<file path="src/rtl/regslv_pkg.sv">
package regslv_pkg;

    typedef enum logic [3:0] {
        SEL_NONE,
        SEL_CTRL,
        SEL_CFG,
        SEL_STAT,
        SEL_CMD,
        SEL_ISTAT,
        SEL_IEN,
        SEL_ISET,
        SEL_ICLR,
        SEL_PWR
    } regsel_e;

    typedef enum logic [2:0] {
        ST_IDLE,
        ST_DATA,
        ST_DRAIN,
        ST_ERRTAIL,
        ST_NPACK
    } state_e;

    localparam int IDX_CTRL  = 0;
    localparam int IDX_CFG   = 1;
    localparam int IDX_STAT  = 2;
    localparam int IDX_CMD   = 3;
    localparam int IDX_ISTAT = 4;
    localparam int IDX_IEN   = 5;
    localparam int IDX_ISET  = 6;
    localparam int IDX_ICLR  = 7;

endpackage

</file>
<file path="src/rtl/regslv_decode.sv">
module regslv_decode
    import regslv_pkg::*;
#(
    parameter int          IDX_W     = 10,
    parameter int          LSB_W     = 2,
    parameter logic [2:0]  SIZE_CODE = 3'b010
) (
    input  logic [IDX_W-1:0] idx,
    input  logic [LSB_W-1:0] lo,
    input  logic [2:0]       size,
    input  logic             write,
    input  logic             pwrdn,
    output regsel_e          sel,
    output logic             err,
    output logic             nonposted
);

    logic can_rd;
    logic can_wr;
    logic shape_bad;

    always_comb begin
        sel = SEL_NONE;
        if (idx == {IDX_W{1'b1}}) begin
            sel = SEL_PWR;
        end else begin
            case (idx)
                IDX_W'(IDX_CTRL):  sel = SEL_CTRL;
                IDX_W'(IDX_CFG):   sel = SEL_CFG;
                IDX_W'(IDX_STAT):  sel = SEL_STAT;
                IDX_W'(IDX_CMD):   sel = SEL_CMD;
                IDX_W'(IDX_ISTAT): sel = SEL_ISTAT;
                IDX_W'(IDX_IEN):   sel = SEL_IEN;
                IDX_W'(IDX_ISET):  sel = SEL_ISET;
                IDX_W'(IDX_ICLR):  sel = SEL_ICLR;
                default:           sel = SEL_NONE;
            endcase
        end
    end

    // access-type table
    always_comb begin
        can_rd = 1'b0;
        can_wr = 1'b0;
        unique case (sel)
            SEL_CTRL, SEL_CFG, SEL_IEN, SEL_PWR: begin
                can_rd = 1'b1;
                can_wr = 1'b1;
            end
            SEL_STAT, SEL_ISTAT: can_rd = 1'b1;
            SEL_CMD, SEL_ISET, SEL_ICLR: can_wr = 1'b1;
            default: ;
        endcase
    end

    always_comb begin
        shape_bad = (size != SIZE_CODE) || (lo != '0);
        err = shape_bad
           || (sel == SEL_NONE)
           || (write ? !can_wr : !can_rd)
           || (pwrdn && (sel != SEL_PWR));
        nonposted = write && !err
                 && ((sel == SEL_IEN) || (sel == SEL_ISET) || (sel == SEL_ICLR));
    end

endmodule

</file>
<file path="src/rtl/regslv_wbuf.sv">
module regslv_wbuf
    import regslv_pkg::*;
#(
    parameter int DATA_W = 32
) (
    input  logic              clk,
    input  logic              rst_n,
    input  logic              fill,
    input  regsel_e           fill_sel,
    input  logic [DATA_W-1:0] fill_data,
    input  logic              drain,
    output logic              valid,
    output regsel_e           sel,
    output logic [DATA_W-1:0] data
);

    always_ff @(posedge clk or negedge rst_n) begin
        if (!rst_n) begin
            valid <= 1'b0;
            sel   <= SEL_NONE;
            data  <= '0;
        end else if (fill) begin
            valid <= 1'b1;
            sel   <= fill_sel;
            data  <= fill_data;
        end else if (drain) begin
            valid <= 1'b0;
        end
    end

    // a new posted write never lands on an occupied slot
    p_single_entry_r7: assert property (@(posedge clk) disable iff (!rst_n)
        fill |-> !valid);

    // a parked write is applied at the very next edge
    p_drain_next_r7: assert property (@(posedge clk) disable iff (!rst_n)
        valid |=> !valid);

endmodule

</file>
<file path="src/rtl/regslv_regfile.sv">
module regslv_regfile
    import regslv_pkg::*;
#(
    parameter int DATA_W = 32,
    parameter int IRQ_W  = 8
) (
    input  logic              clk,
    input  logic              rst_n,
    input  logic              wr_en,
    input  regsel_e           wr_sel,
    input  logic [DATA_W-1:0] wr_data,
    input  regsel_e           rd_sel,
    output logic [DATA_W-1:0] rd_data,
    input  logic [DATA_W-1:0] status_i,
    input  logic [IRQ_W-2:0]  hw_irq_i,
    output logic [DATA_W-1:0] ctrl_o,
    output logic [DATA_W-1:0] cfg_o,
    output logic [DATA_W-1:0] cmd_o,
    output logic              cmd_stb_o,
    output logic              irq_o,
    output logic              pwrdn_o
);

    localparam int PAD_W = DATA_W - IRQ_W;

    logic [IRQ_W-1:0] istat_q;
    logic [IRQ_W-1:0] ien_q;
    logic [IRQ_W-1:0] set_v;
    logic [IRQ_W-1:0] clr_v;
    logic [IRQ_W-1:0] hw_v;

    always_comb begin
        set_v = (wr_en && wr_sel == SEL_ISET) ? wr_data[IRQ_W-1:0] : '0;
        clr_v = (wr_en && wr_sel == SEL_ICLR) ? wr_data[IRQ_W-1:0] : '0;
        hw_v  = {1'b0, hw_irq_i};
    end

    always_ff @(posedge clk or negedge rst_n) begin
        if (!rst_n) begin
            ctrl_o    <= '0;
            cfg_o     <= '0;
            cmd_o     <= '0;
            cmd_stb_o <= 1'b0;
            ien_q     <= '0;
            istat_q   <= '0;
            pwrdn_o   <= 1'b0;
        end else begin
            cmd_stb_o <= wr_en && (wr_sel == SEL_CMD);
            istat_q   <= ((istat_q | set_v) & ~clr_v) | hw_v;
            if (wr_en) begin
                case (wr_sel)
                    SEL_CTRL: ctrl_o  <= wr_data;
                    SEL_CFG:  cfg_o   <= wr_data;
                    SEL_CMD:  cmd_o   <= wr_data;
                    SEL_IEN:  ien_q   <= wr_data[IRQ_W-1:0];
                    SEL_PWR:  pwrdn_o <= wr_data[0];
                    default:  ;
                endcase
            end
        end
    end

    always_comb begin
        rd_data = '0;
        case (rd_sel)
            SEL_CTRL:  rd_data = ctrl_o;
            SEL_CFG:   rd_data = cfg_o;
            SEL_STAT:  rd_data = status_i;
            SEL_ISTAT: rd_data = {{PAD_W{1'b0}}, istat_q};
            SEL_IEN:   rd_data = {{PAD_W{1'b0}}, ien_q};
            SEL_PWR:   rd_data = {{(DATA_W-1){1'b0}}, pwrdn_o};
            default:   rd_data = '0;
        endcase
    end

    assign irq_o = |(istat_q & ien_q);

    p_hw_sticks_r10: assert property (@(posedge clk) disable iff (!rst_n)
        (|hw_v) |=> ((istat_q & $past(hw_v)) == $past(hw_v)));

    p_soft_src_r10: assert property (@(posedge clk) disable iff (!rst_n)
        $rose(istat_q[IRQ_W-1]) |-> $past(wr_en && (wr_sel == SEL_ISET)));

    p_cmd_pulse_r12: assert property (@(posedge clk) disable iff (!rst_n)
        cmd_stb_o |=> !cmd_stb_o);

endmodule

</file>
<file path="src/rtl/periph_regslv.sv">
module periph_regslv
    import regslv_pkg::*;
#(
    parameter int ADDR_W = 12,
    parameter int DATA_W = 32,
    parameter int IRQ_W  = 8
) (
    input  logic              hclk,
    input  logic              hresetn,
    input  logic              hsel,
    input  logic [ADDR_W-1:0] haddr,
    input  logic [1:0]        htrans,
    input  logic              hwrite,
    input  logic [2:0]        hsize,
    input  logic [DATA_W-1:0] hwdata,
    output logic [DATA_W-1:0] hrdata,
    output logic              hreadyout,
    output logic              hresp,
    input  logic [DATA_W-1:0] status_i,
    input  logic [IRQ_W-2:0]  hw_irq_i,
    output logic [DATA_W-1:0] ctrl_o,
    output logic [DATA_W-1:0] cfg_o,
    output logic [DATA_W-1:0] cmd_o,
    output logic              cmd_stb_o,
    output logic              irq_o,
    output logic              pwrdn_o
);

    localparam int         LSB_W     = $clog2(DATA_W / 8);
    localparam int         IDX_W     = ADDR_W - LSB_W;
    localparam logic [2:0] SIZE_CODE = 3'(LSB_W);

    state_e            state_q, state_d;
    logic [IDX_W-1:0]  a_idx;
    logic [LSB_W-1:0]  a_lo;
    logic [2:0]        a_size;
    logic              a_write;

    regsel_e           dec_sel;
    logic              dec_err;
    logic              dec_np;

    logic              buf_valid;
    regsel_e           buf_sel;
    logic [DATA_W-1:0] buf_data;

    logic              accept;
    logic              fill;
    logic              drain;
    logic              np_apply;
    logic              rf_wen;
    regsel_e           rf_wsel;
    logic [DATA_W-1:0] rf_wdata;
    logic [DATA_W-1:0] rf_rdata;
    logic              unused_htrans0;

    assign unused_htrans0 = htrans[0];
    assign accept = hsel && htrans[1] && hreadyout;

    // address-phase capture
    always_ff @(posedge hclk or negedge hresetn) begin
        if (!hresetn) begin
            a_idx   <= '0;
            a_lo    <= '0;
            a_size  <= '0;
            a_write <= 1'b0;
        end else if (accept) begin
            a_idx   <= haddr[ADDR_W-1:LSB_W];
            a_lo    <= haddr[LSB_W-1:0];
            a_size  <= hsize;
            a_write <= hwrite;
        end
    end

    regslv_decode #(
        .IDX_W     (IDX_W),
        .LSB_W     (LSB_W),
        .SIZE_CODE (SIZE_CODE)
    ) u_decode (
        .idx       (a_idx),
        .lo        (a_lo),
        .size      (a_size),
        .write     (a_write),
        .pwrdn     (pwrdn_o),
        .sel       (dec_sel),
        .err       (dec_err),
        .nonposted (dec_np)
    );

    // write routing
    always_comb begin
        fill     = (state_q == ST_DATA) && !dec_err && !dec_np && a_write;
        drain    = buf_valid && ((state_q == ST_IDLE) || (state_q == ST_DRAIN));
        np_apply = (state_q == ST_DATA) && dec_np;
        rf_wen   = drain || np_apply;
        rf_wsel  = np_apply ? dec_sel : buf_sel;
        rf_wdata = np_apply ? hwdata  : buf_data;
    end

    regslv_wbuf #(
        .DATA_W (DATA_W)
    ) u_wbuf (
        .clk       (hclk),
        .rst_n     (hresetn),
        .fill      (fill),
        .fill_sel  (dec_sel),
        .fill_data (hwdata),
        .drain     (drain),
        .valid     (buf_valid),
        .sel       (buf_sel),
        .data      (buf_data)
    );

    regslv_regfile #(
        .DATA_W (DATA_W),
        .IRQ_W  (IRQ_W)
    ) u_regfile (
        .clk       (hclk),
        .rst_n     (hresetn),
        .wr_en     (rf_wen),
        .wr_sel    (rf_wsel),
        .wr_data   (rf_wdata),
        .rd_sel    (dec_sel),
        .rd_data   (rf_rdata),
        .status_i  (status_i),
        .hw_irq_i  (hw_irq_i),
        .ctrl_o    (ctrl_o),
        .cfg_o     (cfg_o),
        .cmd_o     (cmd_o),
        .cmd_stb_o (cmd_stb_o),
        .irq_o     (irq_o),
        .pwrdn_o   (pwrdn_o)
    );

    // state register
    always_ff @(posedge hclk or negedge hresetn) begin
        if (!hresetn) state_q <= ST_IDLE;
        else          state_q <= state_d;
    end

    // next state
    always_comb begin
        state_d = state_q;
        unique case (state_q)
            ST_IDLE, ST_ERRTAIL, ST_NPACK:
                state_d = accept ? ST_DATA : ST_IDLE;
            ST_DATA: begin
                if (dec_err)      state_d = ST_ERRTAIL;
                else if (dec_np)  state_d = ST_NPACK;
                else if (accept)  state_d = a_write ? ST_DRAIN : ST_DATA;
                else              state_d = ST_IDLE;
            end
            ST_DRAIN:
                state_d = ST_DATA;
            default:
                state_d = ST_IDLE;
        endcase
    end

    // outputs
    always_comb begin
        hreadyout = 1'b1;
        hresp     = 1'b0;
        hrdata    = '0;
        unique case (state_q)
            ST_IDLE, ST_NPACK: ;
            ST_DATA: begin
                if (dec_err) begin
                    hreadyout = 1'b0;
                    hresp     = 1'b1;
                end else if (dec_np) begin
                    hreadyout = 1'b0;
                end else if (!a_write) begin
                    hrdata = rf_rdata;
                end
            end
            ST_DRAIN:   hreadyout = 1'b0;
            ST_ERRTAIL: hresp     = 1'b1;
            default: ;
        endcase
    end

    p_err_tail_r6: assert property (@(posedge hclk) disable iff (!hresetn)
        (hresp && !hreadyout) |=> (hresp && hreadyout));

    p_wo_read_r2: assert property (@(posedge hclk) disable iff (!hresetn)
        (state_q == ST_DATA && !a_write && dec_sel == SEL_CMD) |-> hresp);

    p_ro_write_r3: assert property (@(posedge hclk) disable iff (!hresetn)
        (state_q == ST_DATA && a_write && (dec_sel == SEL_STAT || dec_sel == SEL_ISTAT))
            |-> (hresp && !rf_wen));

    p_pd_gate_r5: assert property (@(posedge hclk) disable iff (!hresetn)
        (state_q == ST_DATA && pwrdn_o && dec_sel != SEL_PWR) |-> hresp);

    p_np_applied_r8: assert property (@(posedge hclk) disable iff (!hresetn)
        (state_q == ST_NPACK) |-> $past(rf_wen));

    p_order_r9: assert property (@(posedge hclk) disable iff (!hresetn)
        (state_q == ST_DATA) |-> !buf_valid);

endmodule

</file>
<file path="config.mk">
export PLATFORM = sky130hd
export DESIGN_NAME = periph_regslv
export DESIGN_NICKNAME = d
export VERILOG_FILES = /design/src/rtl/regslv_pkg.sv /design/src/rtl/regslv_decode.sv /design/src/rtl/regslv_wbuf.sv /design/src/rtl/regslv_regfile.sv /design/src/rtl/periph_regslv.sv
export SDC_FILE = /design/constraint.sdc
export NUM_CORES = 1
export LEC_CHECK = 0
export BUFFER_PORTS_ARGS = -buffer_cell sky130_fd_sc_hd__buf_4
export CAP_MARGIN = 20
export CORE_MARGIN = 3
export CORE_UTILIZATION = 57
export DETAILED_ROUTE_END_ITERATION = 10
export PLACE_DENSITY = 0.85
export SYNTH_ARGS = -nofsm -noshare
export SYNTH_HDL_FRONTEND = slang
export SYNTH_SLANG_ARGS = --single-unit
</file>
<file path="constraint.sdc">
create_clock -name hclk -period 9.5 [get_ports hclk]
set_input_delay 0.475 -clock hclk [delete_from_list [all_inputs] [get_ports hclk]]
set_output_delay 0.475 -clock hclk [all_outputs]
set_load 0.05 [all_outputs]
</file>
## After elaboration in Yosys (flattened, before gate mapping)

Memory sizes are Yosys's and may differ from the RTL's.
Cells that the tools add are included.

- Memories kept: 1
- Input port bits: 92
- Register bits: 170
- Memory bits (writable): 0
- Bits in latches: 0
- ROM bits: 32
- Word-level logic and storage cells: 110

Memories:

| name | depth | bits a word | read ports | clocked after Yosys merged registers in | wr ports | line | text |
|---|---|---|---|---|---|---|---|
| (name not given) | 8 | 4 | 1 | 0 | 0 | regslv_decode.sv:27 | `case (idx)` |

- Multipliers: 0
- Divide/modulo/power cells: 0
- Shifts and indexed selects: 0
- Bitwise operators: 5
- Reductions and logical operators: 39
- Add/subtract/negate cells: 0
- Equal/unequal tests: 23
- Muxes and demuxes: 27
- $lt $le $gt $ge: 0

Operators by type and width:

| cell | count |
|---|---|
| 32-bit case mux with 6 select lines | 1 |
| 32-bit 2-to-1 mux | 5 |
| 4-bit by 3-bit == test with 1-bit output, second input constant | 7 |
| 8-bit AND | 2 |
| 4-bit == test, second input constant | 4 |
| 8-bit 2-to-1 mux | 2 |
| 1-bit logical AND | 13 |
| 4-bit by 2-bit == test with 1-bit output, second input constant | 3 |
| 4-bit 2-to-1 mux | 3 |
| 10-bit == test, second input constant | 1 |
| 2-bit AND reduction | 5 |
| 1-bit 2-to-1 mux | 9 |
| 3-bit case mux with 3 select lines | 1 |
| 4-bit by 1-bit == test with 1-bit output, second input constant | 2 |
| 1-bit logical OR | 8 |
| 8-bit inverter | 1 |
| 8-bit by 7-bit bitwise OR with 8-bit output | 1 |
| 8-bit bitwise OR | 1 |
| 8-bit OR reduction | 1 |
| 7-bit zero test | 1 |
| 7-bit OR reduction | 1 |
| 3-bit by 2-bit == test with 1-bit output, second input constant | 2 |
| 3-bit 2-to-1 mux | 2 |
| 6-bit OR reduction | 1 |
| other kinds (11) | 17 |

## Longest topological paths before layout

- Word-level depth: 21
- Gate-level depth with buffers: 12
- Gate-level depth less buffers: 9

## Cells and area by module

From an unflattened synthesis, not the netlist that was laid out.

- Cell total of the unflattened synthesis: 631
- Area total of the unflattened synthesis: 8614.5 µm²

Modules (own cells, without submodules):

| module | cells each | times used | area each (µm²) |
|---|---|---|---|
| regslv_regfile | 379 | 1 | 5287.6 |
| periph_regslv | 136 | 1 | 1555.2 |
| regslv_wbuf | 79 | 1 | 1522.7 |
| regslv_decode | 37 | 1 | 249.0 |

## Worst setup path before layout

OpenSTA, ideal clock, no wires.

- Kind: register -> output
- Start: register a_idx[0]
- End: output hrdata[0]
- Buffers on the path: 1
- Cell stages (with the launch flop): 9
- Setup slack: 5.307 ns
- Required time: 9.025 ns
- Arrival: 3.718 ns
- Cell sequence: dfrtp_1 -> ha_1 -> buf_4 -> nor3b_1 -> nor2_1 -> or2_2 -> a211oi_1 -> a221oi_1 -> nor4_1

- Word-level cells in the longest chain between the ends: 16
- Elaborated cells between the ends (all ways): 36
- Classes of those cells: eq/ne: 11; mux: 10; reduce/logical: 14; memory: 1

RTL lines:

| item | line | text |
|---|---|---|
| start, declared | periph_regslv.sv:34 | `logic [IDX_W-1:0] a_idx;` |
| start signal, assigned | periph_regslv.sv:68 | `a_idx <= haddr[ADDR_W-1:LSB_W];` |
| memory read 8 x 4 bit | n/a |  |
| 4-bit 2-to-1 mux | regslv_decode.sv:27 |  |
| 4-bit 2-to-1 mux * | regslv_decode.sv:24 | `if (idx == {IDX_W{1'b1}}) begin` |
| 4-bit by 1-bit == test with 1-bit output, or another cell as far along | regslv_decode.sv:45, regslv_regfile.sv:65 |  |
| 7-bit OR reduction (no source line) / 6-bit OR reduction (equally long branches) | n/a |  |
| 1-bit 2-to-1 mux | regslv_decode.sv:45 | `unique case (sel)` |
| 1-bit zero test | regslv_decode.sv:60 | `\|\| (write ? !can_wr : !can_rd)` |
| 1-bit 2-to-1 mux | regslv_decode.sv:60 |  |
| 1-bit logical OR | regslv_decode.sv:60 |  |
| 1-bit logical OR | regslv_decode.sv:61 | `\|\| (pwrdn && (sel != SEL_PWR));` |
| 1-bit zero test | regslv_decode.sv:62 | `nonposted = write && !err` |
| 1-bit logical AND | regslv_decode.sv:62 |  |
| 1-bit logical AND | regslv_decode.sv:63 | `&& ((sel == SEL_IEN) \|\| (sel == SEL_ISET) \|\| (sel == SEL_ICLR));` |
| 32-bit 2-to-1 mux | periph_regslv.sv:171 | `end else if (dec_np) begin` |
| 32-bit 2-to-1 mux * | periph_regslv.sv:168 | `if (dec_err) begin` |
| 32-bit 2-to-1 mux * | periph_regslv.sv:165 | `unique case (state_q)` |
| end, declared | periph_regslv.sv:16 | `output logic [DATA_W-1:0] hrdata,` |

Mark *: on every way between the ends. The rest lies on a longest branch, timed or not.

## Worst setup path in the final report

- Start: register a_idx[0]
- End: register a_size[1]

- Word-level cells in the longest chain between the ends: 17
- Elaborated cells between the ends (all ways): 35
- Classes of those cells: eq/ne: 11; mux: 8; reduce/logical: 15; memory: 1

RTL lines:

| item | line | text |
|---|---|---|
| memory read 8 x 4 bit | n/a |  |
| 4-bit 2-to-1 mux | regslv_decode.sv:27 |  |
| 4-bit 2-to-1 mux * | regslv_decode.sv:24 |  |
| 4-bit by 1-bit == test with 1-bit output, or another cell as far along | regslv_decode.sv:45 |  |
| 7-bit OR reduction (no source line) / 6-bit OR reduction (equally long branches) | n/a |  |
| 1-bit 2-to-1 mux | regslv_decode.sv:45 |  |
| 1-bit zero test | regslv_decode.sv:60 |  |
| 1-bit 2-to-1 mux | regslv_decode.sv:60 |  |
| 1-bit logical OR | regslv_decode.sv:60 |  |
| 1-bit logical OR | regslv_decode.sv:61 |  |
| 1-bit zero test | regslv_decode.sv:62 |  |
| 1-bit logical AND | regslv_decode.sv:62 |  |
| 1-bit logical AND | regslv_decode.sv:63 |  |
| 1-bit 2-to-1 mux | periph_regslv.sv:171 |  |
| 1-bit 2-to-1 mux * | periph_regslv.sv:168 |  |
| 1-bit case mux with 2 select lines * | periph_regslv.sv:165 |  |
| 1-bit logical AND * | periph_regslv.sv:58 | `assign accept = hsel && htrans[1] && hreadyout;` |
| end signal, assigned | periph_regslv.sv:70 | `a_size <= hsize;` |
| end, declared | periph_regslv.sv:36 | `logic [2:0] a_size;` |

Marks and branches as above.
A chain may end at the register's enable or synchronous reset.

==> impl_results.rst <==
.. list-table::
   :header-rows: 1

   * - Metric
     - Value
   * - Highest achievable clock rate
     - 0.202 GHz
   * - Most used flip-flop cell after synthesis
     - sky130_fd_sc_hd__dfrtp_1
   * - Total track usage
     - 30.6%
   * - Share of layout cells above drive strength 1
     - 38.4%
   * - PostCTS Resize Cnt
     - 0
   * - Horizontal die dimension
     - 124 um
   * - WL final
     - 23300 um
   * - Leakage power of the design
     - 4.69 nW
   * - Number of cells produced by synthesis
     - 732
   * - Final hold violation count
     - 0
   * - Number of placed I/O pins
     - 225
   * - Count of flip-flops with a built-in enable after synthesis
     - 0
   * - Max VDD drop
     - 0.196 mV
   * - Antenna violations before repair
     - 0
   * - Detailed Routing Iterations Pass 1
     - 7
   * - Quantity of hold-fixing buffers added after cts
     - 0
   * - Area inside the core boundary
     - 0.0135 mm2
   * - Max_cap viols
     - 0
   * - Clock tree skew after final layout
     - 8.51 ps
   * - Class of the most critical hold timing path
     - input pin to async pin
   * - Vias in the first global route
     - 6743
   * - Buffer type at the clock tree root
     - sky130_fd_sc_hd__clkbuf_16
   * - Average cell area after synthesis
     - 10.9 um2
   * - Netlist area before placement
     - 0.00796 mm2
   * - Slew headroom
     - 24.7%
   * - Hpwl dp
     - 15400 um
   * - Post-synthesis sequential area ratio
     - 53.5%
   * - RSZ-0062 raised after global routing
     - false
   * - Total count of max-transition violations in the final report
     - 0
   * - Total power
     - 1.81 mW
   * - Vertical die dimension
     - 124 um
   * - Max H-tree Level
     - 4
   * - Final worst path period need
     - 4960 ps
   * - Data arrival at the endpoint of the critical path
     - 5270 ps
   * - Number of placement rows
     - 42
   * - Average wire per cell in the routed design
     - 20.6 um
   * - CTS clk-pin slew, worst paths
     - 60 ps
   * - Total congestion overflow after global routing
     - 0
   * - Worst-path fanout max
     - 25
   * - Clock tree from TritonCTS
     - done
   * - Summed area of non-filler cells in the final layout
     - 0.0104 mm2
   * - Net count of the mapped netlist
     - 826
   * - Starting utilization of the core area
     - 59.2%
   * - Element type at the critical path start
     - flop
   * - DRC violation total after the first TritonRoute iteration
     - 821
   * - Num CTS Buffers
     - 17
   * - Max clock buf depth
     - 2
   * - Warnings from Yosys
     - 0
   * - Antenna diodes
     - 0
   * - Avg Vias per Cell
     - 6.16
   * - Via count of the routed design
     - 6952
   * - Pin count of the biggest net entering global routing
     - 88
   * - Slew at the pin with the worst max-slew slack
     - 1120 ps
   * - Yosys top cell area share
     - 53.5%
   * - Number of setup violations in the final report
     - 0
   * - Remaining DRCs
     - 0
   * - Crit share post-route
     - 52.2%
   * - Status
     - completed
   * - Global-route wire length before repair
     - 35600 um
   * - RePlAce Congestion
     - 0.853
   * - Count of state elements after synthesis
     - 170
   * - Total number of nets in the final design
     - 1034
   * - Critical path required time
     - 9810 ps
   * - Number of nets with antenna violations after routing
     - 0
   * - Total negative setup slack
     - 0 ps
   * - Count of input and output buffers
     - 223
   * - Later-pin clock latency in the skew report
     - 430 ps
   * - Number of post-CTS setup repair buffers
     - 0
   * - Fraction of registers with async set or reset after synthesis
     - 100%
   * - Path type of the worst setup path
     - flop to flop
   * - Clock Sink Count
     - 170
   * - Number of distinct library cells after synthesis
     - 58
   * - Biggest area contributors in the synthesized netlist
     - sky130_fd_sc_hd__dfrtp_1 (53%), sky130_fd_sc_hd__mux2_2 (10%), sky130_fd_sc_hd__a21oi_1 (5.5%)
   * - Die Footprint
     - 0.0154 mm2
   * - Post-synthesis cell type with the largest combined area
     - sky130_fd_sc_hd__dfrtp_1
   * - Worst setup EP type
     - flop
   * - Signed area change from the synthesized netlist to the final layout
     - 30.8%
   * - DP Area
     - 0.00976 mm2
   * - PwrDens
     - 173 mW/mm2
   * - Length in cells of the worst reg-to-reg path
     - 8
   * - Filler instances
     - 920
-- layout make-up --
cell class	count	area [um2]	area share, %
inverters	15	56.3	0.541
clock inverters	14	161	1.55
well taps	176	220	2.12
multi-input cells	500	3480	33.4
clock buffers	18	439	4.22
flip-flops and latches	170	4250	40.9
repair buffers	236	1800	17.3
-- cells in the mapped netlist, types with 7 or more instances --
library cell and n:
sky130_fd_sc_hd__a21oi_1 87, sky130_fd_sc_hd__a222oi_1 32, sky130_fd_sc_hd__a31oi_1 11, sky130_fd_sc_hd__and2_1 9, sky130_fd_sc_hd__clkbuf_1 38, sky130_fd_sc_hd__dfrtp_1 170
sky130_fd_sc_hd__inv_1 15, sky130_fd_sc_hd__mux2_2 73, sky130_fd_sc_hd__mux2i_1 33, sky130_fd_sc_hd__nand2_1 24, sky130_fd_sc_hd__nand3_1 11, sky130_fd_sc_hd__nor2_1 111
sky130_fd_sc_hd__o21ai_0 14, sky130_fd_sc_hd__o32a_1 7, sky130_fd_sc_hd__or2_2 10
-- worst max-delay path, cell delays in order, from the launching register on --
cell and delay [ps]:
sky130_fd_sc_hd__dfrtp_1 660, sky130_fd_sc_hd__ha_1 500, sky130_fd_sc_hd__nand2_2 160, sky130_fd_sc_hd__or3_1 530, sky130_fd_sc_hd__a2bb2oi_2 340, sky130_fd_sc_hd__o2111a_1 540, sky130_fd_sc_hd__nand2_2 660, sky130_fd_sc_hd__a32oi_2 1020
sky130_fd_sc_hd__mux2_2 420
-- state kept, by name (all words and copies together) (netlist names) --
signal               flops
a_idx                   10
a_lo                     2
a_size                   3
a_write                  1
state_q                  3
u_regfile.cfg_o         32
u_regfile.cmd_o         32
u_regfile.cmd_stb_o      1
u_regfile.ctrl_o        32
u_regfile.ien_q          8
u_regfile.istat_q        8
u_regfile.pwrdn_o        1
u_wbuf.data             32
u_wbuf.sel               4
u_wbuf.valid             1
-- through the flow --
step           worst slack, ps  cells  utilization [%]  hold WS (ps)
6_report                  4540   1129             77.4          80.3
5_1_grt                   4160   1129             77.4           118
4_1_cts                   4550   1126             77.0           105
3_5_place_dp              4620   1094             72.5           490
3_3_place_gp              4620   1094             72.5           482
2_1_floorplan             5310    732                -           179
-- cell families after synthesis --
group | count (synthesis) | share of synthesized area (%)
and+or+nand+nor | 208 | 12.6
AOI/OAI and AO/OA | 181 | 15.4
DFF | 170 | 53.5
muxes | 109 | 14.9
buffers and inverters | 62 | 3.36
adders and majority gates | 2 | 0.314
-- report_power, final --
group	total (mW)	internal (mW)	leakage, nW	switching (mW)
registers	0.813	0.763	1.88	0.0500
logic	0.292	0.130	2.52	0.161
clock network	0.701	0.401	0.290	0.300
-- metal layers --
metal / wire (um) / global-route usage, %
met3: 1800 / 7.54
met5: 0 / 0
met2: 11800 / 51.6
met1: 8970 / 37.9
met4: 688 / 12.4
-- path summary, 6_finish.rpt --
kind | startpoint | to | slack (ps)
min reg2reg | u_wbuf.data[4]$_DFFE_PN0P_ | u_wbuf.data[4]$_DFFE_PN0P_ | 500
min in group hclk | haddr[0] | a_lo[0]$_DFFE_PN0N_ | 270
max | a_idx[0]$_DFFE_PN0N_ | a_size[1]$_DFFE_PN0N_ | 4540
max in group asynchronous | hresetn | u_regfile.ctrl_o[19]$_DFFE_PN0P_ | 8250
min | hresetn | u_regfile.istat_q[4]$_DFF_PN0_ | 80
max reg2reg | a_idx[0]$_DFFE_PN0N_ | a_size[1]$_DFFE_PN0N_ | 4540
-- placed cells by master, fill, tap and decap left out, types with 2 or more instances in the layout --
cell type                    instances
sky130_fd_sc_hd__a211oi_1            4
sky130_fd_sc_hd__a21o_1              2
sky130_fd_sc_hd__a21oi_1            87
sky130_fd_sc_hd__a222oi_1           32
sky130_fd_sc_hd__a22oi_1             5
sky130_fd_sc_hd__a31oi_1            11
sky130_fd_sc_hd__and2_1              9
sky130_fd_sc_hd__buf_4             232
sky130_fd_sc_hd__bufinv_16           2
sky130_fd_sc_hd__clkbuf_16          17
sky130_fd_sc_hd__clkinv_4            3
sky130_fd_sc_hd__clkinvlp_4          2
sky130_fd_sc_hd__dfrtp_1           170
sky130_fd_sc_hd__ha_1                2
sky130_fd_sc_hd__inv_1              15
sky130_fd_sc_hd__inv_6               5
sky130_fd_sc_hd__mux2_1              3
sky130_fd_sc_hd__mux2_2             73
sky130_fd_sc_hd__mux2i_1            33
sky130_fd_sc_hd__nand2_1            24
sky130_fd_sc_hd__nand2_2             3
sky130_fd_sc_hd__nand2b_1            5
sky130_fd_sc_hd__nand3_1            11
sky130_fd_sc_hd__nand4_1             2
sky130_fd_sc_hd__nor2_1            110
sky130_fd_sc_hd__nor2b_1             5
sky130_fd_sc_hd__nor3_1              5
sky130_fd_sc_hd__nor3b_1             4
sky130_fd_sc_hd__nor4_1              3
sky130_fd_sc_hd__nor4_2              2
sky130_fd_sc_hd__nor4b_1             2
sky130_fd_sc_hd__o211ai_1            2
sky130_fd_sc_hd__o21a_1              3
sky130_fd_sc_hd__o21ai_0            14
sky130_fd_sc_hd__o32a_1              7
sky130_fd_sc_hd__or2_2              10
sky130_fd_sc_hd__or3_1               3
No activity file was read; power rests on OpenSTA's default activity.
